==> src/rtl/hpd_arb_pkg.sv <==
package hpd_arb_pkg;

   typedef enum logic [1:0] {
      ST_IDLE = 2'd0,
      ST_DP   = 2'd1,
      ST_TM   = 2'd2,
      ST_SWAP = 2'd3
   } arb_state_t;

   localparam int ROUTE_W   = 2;
   localparam int ROUTE_DP  = 0;
   localparam int ROUTE_TM  = 1;

   // Desired sink from presence levels and priority strap
   function automatic arb_state_t pick_sink(input logic dp_here,
                                            input logic tm_here,
                                            input logic tm_first);
      if (dp_here && tm_here) return tm_first ? ST_TM : ST_DP;
      if (dp_here)            return ST_DP;
      if (tm_here)            return ST_TM;
      return ST_IDLE;
   endfunction

endpackage

==> src/rtl/hpd_sync_deb.sv <==
module hpd_sync_deb #(
   parameter int WIDTH       = 4,
   parameter int SYNC_STAGES = 2,
   parameter int DEB_CYCLES  = 4
) (
   input  logic             clk,
   input  logic             rst_n,
   input  logic [WIDTH-1:0] din,
   output logic [WIDTH-1:0] dout
);

   localparam int CW = (DEB_CYCLES > 1) ? $clog2(DEB_CYCLES) : 1;

   generate
      if (WIDTH < 1)       begin : g_bad_w  $error("WIDTH must be at least 1");       end
      if (SYNC_STAGES < 2) begin : g_bad_s  $error("SYNC_STAGES must be at least 2"); end
      if (DEB_CYCLES < 1)  begin : g_bad_d  $error("DEB_CYCLES must be at least 1");  end
   endgenerate

   for (genvar i = 0; i < WIDTH; i++) begin : g_bit
      logic [SYNC_STAGES-1:0] chain;
      logic                   synced;

      always_ff @(posedge clk or negedge rst_n) begin
         if (!rst_n) chain <= '0;
         else        chain <= {chain[SYNC_STAGES-2:0], din[i]};
      end
      assign synced = chain[SYNC_STAGES-1];

      if (DEB_CYCLES == 1) begin : g_nofilt
         logic held;
         always_ff @(posedge clk or negedge rst_n) begin
            if (!rst_n) held <= 1'b0;
            else        held <= synced;
         end
         assign dout[i] = held;
      end else begin : g_filt
         logic          held;
         logic [CW-1:0] run;
         always_ff @(posedge clk or negedge rst_n) begin
            if (!rst_n) begin
               held <= 1'b0;
               run  <= '0;
            end else if (synced != held) begin
               if (run == CW'(DEB_CYCLES - 1)) begin
                  held <= synced;
                  run  <= '0;
               end else begin
                  run  <= run + 1'b1;
               end
            end else begin
               run <= '0;
            end
         end
         assign dout[i] = held;
      end
   end

endmodule

==> src/rtl/hpd_sel_fsm.sv <==
module hpd_sel_fsm
   import hpd_arb_pkg::*;
#(
   parameter int PULSE_W = 8
) (
   input  logic               clk,
   input  logic               rst_n,
   input  logic               en,
   input  logic               dp_here,
   input  logic               tm_here,
   input  logic               tm_first,
   input  logic [PULSE_W-1:0] swap_len,
   output arb_state_t         state,
   output logic               swap_to_tm
);

   generate
      if (PULSE_W < 1) begin : g_bad_pw $error("PULSE_W must be at least 1"); end
   endgenerate

   arb_state_t         want;
   logic [PULSE_W-1:0] left;
   logic [PULSE_W-1:0] load;

   assign want = pick_sink(dp_here, tm_here, tm_first);
   assign load = (swap_len == '0) ? '0 : swap_len - 1'b1;

   always_ff @(posedge clk or negedge rst_n) begin
      if (!rst_n) begin
         state      <= ST_IDLE;
         swap_to_tm <= 1'b0;
         left       <= '0;
      end else if (!en) begin
         state      <= ST_IDLE;
         swap_to_tm <= 1'b0;
         left       <= '0;
      end else begin
         unique case (state)
            ST_IDLE: state <= want;
            ST_DP: begin
               if (want == ST_TM) begin
                  if (dp_here) begin
                     state      <= ST_SWAP;
                     swap_to_tm <= 1'b1;
                     left       <= load;
                  end else begin
                     state <= ST_TM;
                  end
               end else if (want == ST_IDLE) begin
                  state <= ST_IDLE;
               end
            end
            ST_TM: begin
               if (want == ST_DP) begin
                  if (tm_here) begin
                     state      <= ST_SWAP;
                     swap_to_tm <= 1'b0;
                     left       <= load;
                  end else begin
                     state <= ST_DP;
                  end
               end else if (want == ST_IDLE) begin
                  state <= ST_IDLE;
               end
            end
            ST_SWAP: begin
               if (left == '0) state <= swap_to_tm ? ST_TM : ST_DP;
               else            left  <= left - 1'b1;
            end
            default: state <= ST_IDLE;
         endcase
      end
   end

endmodule

==> src/rtl/hpd_arbiter.sv <==
module hpd_arbiter
   import hpd_arb_pkg::*;
#(
   parameter int SYNC_STAGES = 2,
   parameter int DEB_CYCLES  = 4,
   parameter int PULSE_W     = 8
) (
   input  logic               clk,
   input  logic               rst_n,
   input  logic               en,
   input  logic               dp_hpd_in,
   input  logic               tmds_hpd_in,
   input  logic               cad_in,
   input  logic               prio_tmds,
   input  logic               cad_invert,
   input  logic               comp_mode,
   input  logic               comp_dp_hpd,
   input  logic               comp_src_hpd,
   input  logic [PULSE_W-1:0] swap_len,
   output logic               src_hpd,
   output logic               cad_src,
   output logic [1:0]         route,
   output logic               dp_tmds_mode
);

   localparam int NIN     = 4;
   localparam int I_DP    = 0;
   localparam int I_TM    = 1;
   localparam int I_CAD   = 2;
   localparam int I_PRIO  = 3;

   logic [NIN-1:0] raw_in;
   logic [NIN-1:0] filt;
   arb_state_t     state;
   logic           swap_to_tm;
   logic           inv_eff;
   logic           comp_eff;
   logic           dp_eff;
   logic           dp_side;
   logic           tm_side;
   logic           linked;

   assign raw_in = {prio_tmds, cad_in, tmds_hpd_in, dp_hpd_in};

   hpd_sync_deb #(
      .WIDTH      (NIN),
      .SYNC_STAGES(SYNC_STAGES),
      .DEB_CYCLES (DEB_CYCLES)
   ) u_filt (
      .clk  (clk),
      .rst_n(rst_n),
      .din  (raw_in),
      .dout (filt)
   );

   // Register bits fall back to defaults while disabled
   assign inv_eff  = en & cad_invert;
   assign comp_eff = en & comp_mode;
   assign dp_eff   = comp_eff ? comp_dp_hpd : filt[I_DP];

   hpd_sel_fsm #(.PULSE_W(PULSE_W)) u_fsm (
      .clk       (clk),
      .rst_n     (rst_n),
      .en        (en),
      .dp_here   (dp_eff),
      .tm_here   (filt[I_TM]),
      .tm_first  (filt[I_PRIO]),
      .swap_len  (swap_len),
      .state     (state),
      .swap_to_tm(swap_to_tm)
   );

   assign dp_side = en & ((state == ST_DP) | ((state == ST_SWAP) & ~swap_to_tm));
   assign tm_side = en & ((state == ST_TM) | ((state == ST_SWAP) &  swap_to_tm));
   assign linked  = (state == ST_DP) | (state == ST_TM);

   always_comb begin
      route           = '0;
      route[ROUTE_DP] = dp_side;
      route[ROUTE_TM] = tm_side;
   end

   assign src_hpd      = ~en ? 1'b0 : (comp_eff ? comp_src_hpd : linked);
   assign cad_src      = dp_side ? (filt[I_CAD] ^ inv_eff) : tm_side;
   assign dp_tmds_mode = dp_side & filt[I_CAD];

endmodule

==> config.mk <==
export PLATFORM = sky130hd
export DESIGN_NAME = hpd_arbiter
export DESIGN_NICKNAME = d
export VERILOG_FILES = /design/src/rtl/hpd_arb_pkg.sv /design/src/rtl/hpd_sync_deb.sv /design/src/rtl/hpd_sel_fsm.sv /design/src/rtl/hpd_arbiter.sv
export SDC_FILE = /design/constraint.sdc
export NUM_CORES = 1
export LEC_CHECK = 0
export ABC_AREA = 1
export BUFFER_PORTS_ARGS = -buffer_cell sky130_fd_sc_hd__buf_4
export CORE_UTILIZATION = 40
export CTS_CLUSTER_SIZE = 12
export DETAILED_ROUTE_END_ITERATION = 8
export GPL_TIMING_DRIVEN = 0
export PLACE_DENSITY_LB_ADDON = 0.25
export SYNTH_ARGS = -nofsm -noshare
export SYNTH_HDL_FRONTEND = slang
export SYNTH_SLANG_ARGS = --single-unit
==> constraint.sdc <==
create_clock -name clk -period 1.9 [get_ports clk]
set_input_delay 0.38 -clock clk [delete_from_list [all_inputs] [get_ports clk]]
set_output_delay 0.38 -clock clk [all_outputs]
set_load 0.03 [all_outputs]
== Word-level counts from Yosys, hierarchy flattened ==
Index checks and enable logic that the tools add are counted.

* Bitwise operators: 12
* $add $sub $neg: 6
* Reductions and logical operators: 11
* Equal/unequal tests: 21
* Mux-type cells: 48

{| class="wikitable"
|+ Operators with widths
! kind !! count
|-
| 2-to-1 mux 8 bit || 7
|-
| 2-to-1 mux 2 bit || 22
|-
| case mux 8 bit (3 select lines) || 1
|-
| zero test 8 bit || 2
|-
| 2-to-1 mux 1 bit || 16
|-
| subtractor 8 x 1 -> 8 bit, second input constant || 2
|-
| != test 3 x 2 -> 1 bit, second input constant || 5
|-
| == test 2 bit, second input constant || 7
|-
| adder 2 x 1 -> 2 bit, second input constant || 4
|-
| case mux 2 bit (4 select lines) || 1
|-
| AND reduction 2 bit || 4
|-
| bitwise AND 1 bit || 7
|-
| AND reduction 6 bit || 1
|-
| AND reduction 5 bit || 1
|-
| == test 2 x 1 -> 1 bit, second input constant || 2
|-
| zero test 2 bit || 2
|-
| != test 1 bit || 4
|-
| != test 4 x 1 -> 1 bit, second input constant || 1
|-
| != test 3 x 1 -> 1 bit, second input constant || 1
|-
| != test 3 bit, second input constant || 1
|-
| bitwise OR 1 bit || 3
|-
| case mux 1 bit (2 select lines) || 1
|-
| logical AND 1 bit || 1
|-
| NOT 1 bit || 1
|-
| XOR 1 bit || 1
|}

* Logic and storage cells: 113
* Input port bits: 19
* Output and inout bits: 5
* Register bits: 31

== Logic depth before layout (Yosys ltp) ==
* Depth in word-level cells: 15
* Depth in mapped cells: 10

== By module ==
Synthesis repeated with hierarchy kept, for this count alone.

* Cells, all modules: 274
* Area, all modules: 1943.1 sq um

{| class="wikitable"
|+ Modules (own cells, without submodules)
! module !! cells an instance !! area an instance (sq um) !! seq. area each (sq um) !! times used
|-
| hpd_sel_fsm || 169 || 1013.5 || 275.3 || 1
|-
| hpd_sync_deb || 72 || 760.7 || 500.5 || 1
|-
| hpd_arbiter || 33 || 168.9 || 0.0 || 1
|}

== Least setup slack after synthesis ==
OpenSTA, ideal clock, no wires.

* Kind: flip-flop to output port
* From: register u_fsm.state[0]
* To: output cad_src
* Required time: 1.520 ns
* Arrival: 1.752 ns
* Path buffers: 1
* Slack: -0.232 ns
* Cell stages (with the launch flop): 7
* Path through: dfrtp_1 ha_1 buf_2 nand2_1 o21ai_0 inv_1 o21ai_0

* Word-level cells in the longest chain between the ends: 5
* Elaborated cells between the ends (all ways): 10
* Those cells by class: eq/ne (3); mux (1); bitwise (6)

{| class="wikitable"
|+ RTL lines
! what !! line !! RTL
|-
| start, declared || hpd_sel_fsm.sv:13 || <nowiki>output arb_state_t state,</nowiki>
|-
| start signal, assigned || hpd_sel_fsm.sv:39 || <nowiki>ST_IDLE: state <= want;</nowiki>
|-
| start signal, assigned || hpd_sel_fsm.sv:67 || <nowiki>if (left == '0) state <= swap_to_tm ? ST_TM : ST_DP;</nowiki>
|-
| == test 2 bit || hpd_arbiter.sv:73 || <nowiki>assign dp_side = en & ((state == ST_DP) | ((state == ST_SWAP) & ~swap_to_tm));</nowiki>
|-
| bitwise AND 1 bit || hpd_arbiter.sv:73 ||
|-
| bitwise OR 1 bit (*) || hpd_arbiter.sv:73 ||
|-
| bitwise AND 1 bit (*) || hpd_arbiter.sv:73 ||
|-
| net dp_side || hpd_arbiter.sv:39 || <nowiki>logic dp_side;</nowiki>
|-
| 2-to-1 mux 1 bit (*) || hpd_arbiter.sv:84 || <nowiki>assign cad_src = dp_side ? (filt[I_CAD] ^ inv_eff) : tm_side;</nowiki>
|-
| end, declared || hpd_arbiter.sv:21 || <nowiki>output logic cad_src,</nowiki>
|}

Mark *: on every way through the listed nets, which the timed path passes. The rest lies on a longest branch.

== Final worst setup path ==
* From: register u_fsm.state[0]
* To: output route[0]

* Word-level cells in the longest chain between the ends: 4
* Elaborated cells between the ends (all ways): 5
* Those cells by class: eq/ne (2); bitwise (3)

{| class="wikitable"
|+ RTL lines
! what !! line !! RTL
|-
| == test 2 bit || hpd_arbiter.sv:73 ||
|-
| bitwise AND 1 bit || hpd_arbiter.sv:73 ||
|-
| bitwise OR 1 bit (*) || hpd_arbiter.sv:73 ||
|-
| bitwise AND 1 bit (*) || hpd_arbiter.sv:73 ||
|-
| end, declared || hpd_arbiter.sv:22 || <nowiki>output logic [1:0] route,</nowiki>
|}

Mark *: on every way between the ends. The rest lies on a longest branch, timed or not.

==> flow_summary.toml <==
[run_status]
violations = "setup timing"
status = "complete, but fails checks"

[floorplanning]
die_h_um = 71.8
core_area_um2 = 4690
design.portCount = 24
rows = 25
start_util_pct = 41.5
die_w_um = 71.8
dieArea_um2 = 5150

[routing]
highest_layer = "met4"
antenna_left = 0
viasPerCell = 5.00
drc_errors = 0
post_drt_wl_per_cell_um = 11.8
vias = 1729
met2_length_um = 1960
wl_um = 4070
route.met3.wl_um = 149
m1WireLength_um = 1910
firstDrtPassIters = 4
drtIter0Drc = 70

[clock_network]
cts_hold_buf = 0
cts_buffer_depth = 2
clock_latency_ns = 0.28
cts_made_buffers = 5
clkTransAtPathRegs_ns = 0.07
root_buffer = "clkbuf_8"
htreeDepth = 2
cts.sinks = 31
cts_tree = "done"

[synth]
syn_area_per_cell_um2 = 7.58
syn-num-nets = 287
netlist_area_um2 = 1950
yosysWarningCount = 0
ys_types = 29
ys_ff_latch = 31
yosysSeqAreaShare_pct = 39.8
synth_cells = 257

[timing]
fin_crit_sh_pct = 101
fin_ws_ns = -0.0179
rsz0062_at_grt = "yes"
fin_worst_skew_ns = 0.00516
hold_viol_final = 0
max_freq_mhz = 521
finalSetupTns_ns = -0.0211
worst_pin_slew_ns = 0.444
final_max_slew_viol_count = 0
slew_headroom_pct = 70.1
period_minus_slack_ns = 1.92
final-setup-viol-count = 2

[power]
p_leak_nw = 1.23
pwr-share-comb_pct = 52.3
p_per_area_nw_per_um2 = 1380
p_clk_share_pct = 15.0
power.share.switching_pct = 44.7
p_sw_mw = 1.49
internal_power_mw = 1.85
finalPower_mw = 3.34
max-vdd-ir-drop_mv = 0.731
p_seq_share_pct = 32.8

[cells_and_area]
layout_common_cells = "nand2_1 (64), inv_1 (31), dfrtp_1 (29)"
final_util_pct = 51.7
num_antenna_cells = 0
stdcell_area_um2 = 2420
nets = 321
area_growth_pct = 24.5
layout_commonest_cell = "nand2_1"
drive_gt1_share_pct = 22.6
fin_cells = 346

[place]
dp_cells = 333
portBuffers = 22
postPlaceCellArea_um2 = 2180
place_hpwl_um = 2990
gp_congestion = 0.798

[critical_path]
end_kind = "output port"
rrSetupSlack_ns = 0.19
critPathLaunchType = "flip-flop"
cp.required_ns = 1.52
crit_type = "reg2out"
crit_arrival_ns = 1.54
crit_fanout = 4

[global_routing]
gr-total-overflow = 0
gr-usage-all-layers_pct = 17.4
grt_pass1_wl_um = 7010
antenna_found_initial = 0
grt_pass1_vias = 1672
grt_max_degree = 32

[run]
maxCapViolCount = 0

[min_path]
min_path_type = "in2async"
[power groups by stage]
stage	Combinational (mW)	Clock [mW]	Sequential [mW]
2_1_floorplan	1.20	0	1.04
3_3_place_gp	1.49	0	1.08
3_5_place_dp	1.52	0	1.09
4_1_cts	1.65	0.523	1.08
5_1_grt	1.99	0.546	1.13
6_report	1.74	0.500	1.09
[cells in the mapped netlist]
| cell | number | area, um^2 |
|---|---|---|
| nand2_1 | 67 | 251 |
| inv_1 | 35 | 131 |
| dfrtp_1 | 31 | 776 |
| nand3_1 | 25 | 125 |
| nor2_1 | 20 | 75.1 |
| o21ai_0 | 19 | 95.1 |
| ha_1 | 11 | 138 |
| a21oi_1 | 9 | 45.0 |
| nand3_2 | 5 | 50.1 |
| nor3_1 | 5 | 25.0 |
| xnor2_1 | 5 | 43.8 |
| nand3b_1 | 3 | 22.5 |
| o21ai_1 | 3 | 15.0 |
| buf_4 | 2 | 15.0 |
| inv_2 | 2 | 7.51 |
| nand2_2 | 2 | 12.5 |
| a21boi_1 | 1 | 7.51 |
| buf_2 | 1 | 5.00 |
| buf_6 | 1 | 11.3 |
| clkinv_1 | 1 | 3.75 |
| nand2_4 | 1 | 11.3 |
| nand4_1 | 1 | 6.26 |
| nor2_8 | 1 | 20.0 |
| nor3b_1 | 1 | 7.51 |
| o211ai_1 | 1 | 7.51 |
| o21ai_4 | 1 | 16.3 |
| o31ai_1 | 1 | 7.51 |
| or2_2 | 1 | 6.26 |
| xor2_1 | 1 | 8.76 |
[flip-flops by register name, indices dropped and copies added, names as in the netlist]
register / flops
u_filt.g_bit.chain: 8
u_filt.g_bit.g_filt.held: 4
u_filt.g_bit.g_filt.run: 8
u_fsm.left: 8
u_fsm.state: 2
u_fsm.swap_to_tm: 1
[per-stage QoR]
step                setup WS [ns]  hold slack (ns)
finish                    -0.0179           0.0209
global route              -0.0773           0.0578
CTS                        -0.128           0.0391
detailed placement         -0.144            0.336
global placement           -0.124            0.332
floorplan                  0.0304           0.0844
[final cells by class]
class,instances,area (um^2)
fillers,459,2270
multi-input cells,184,1090
flip-flops and latches,31,778
repair buffers,27,218
inverters,38,151
clock buffers,6,72.6
well taps,54,67.6
plain buffers,4,37.5
clock inverters,2,12.5
[kinds of logic (layout without fill, tap and decap cells)]
logic type / after synthesis / in the layout / share of synthesized area (%)
AOI/OAI and AO/OA: 35 / 35 / 9.96
xor gates and xnor gates: 6 / 6 / 2.70
adders and majority gates: 11 / 11 / 7.07
buffers and inverters: 42 / 77 / 8.93
DFF: 31 / 31 / 39.8
and+or+nand+nor: 132 / 132 / 31.5
[per-layer routing]
| layer | track usage (%) | vias up |
|---|---|---|
| met5 | 0 | - |
| met4 | 5.66 | 0 |
| met3 | 4.36 | 4 |
| met2 | 30.0 | 45 |
| met1 | 21.5 | 792 |
| li1 | - | 888 |
[path summary, 6_finish.rpt]
path,cells after the start,end,start
setup / recovery,7,route[0],u_fsm.state[0]
hold / removal,1,u_fsm.left[1],rst_n
setup reg to reg,8,u_fsm.state[0],u_fsm.left[0]
hold reg to reg,0,u_filt.g_bit[2].chain[1],u_filt.g_bit[2].chain[0]
max in group asynchronous,1,u_fsm.state[0],rst_n
min in group clk,1,u_filt.g_bit[1].chain[0],tmds_hpd_in
[critical path: stages (launching register included)]
cell,delay [ns]
dfrtp_2,0.44
buf_6,0.14
ha_4,0.17
nand2_4,0.07
o21ai_4,0.06
buf_4,0.13
buf_4,0.12
buf_6,0.13
[repair_timing]
action / CTS / global route
setup endpoints to repair: 4 / 11
gates cloned: 0 / 0
buffers inserted: 4 / 1
gates resized for setup: 19 / 12
pin swaps: 4 / 6
Note: power is estimated with default switching activity, not from simulation.
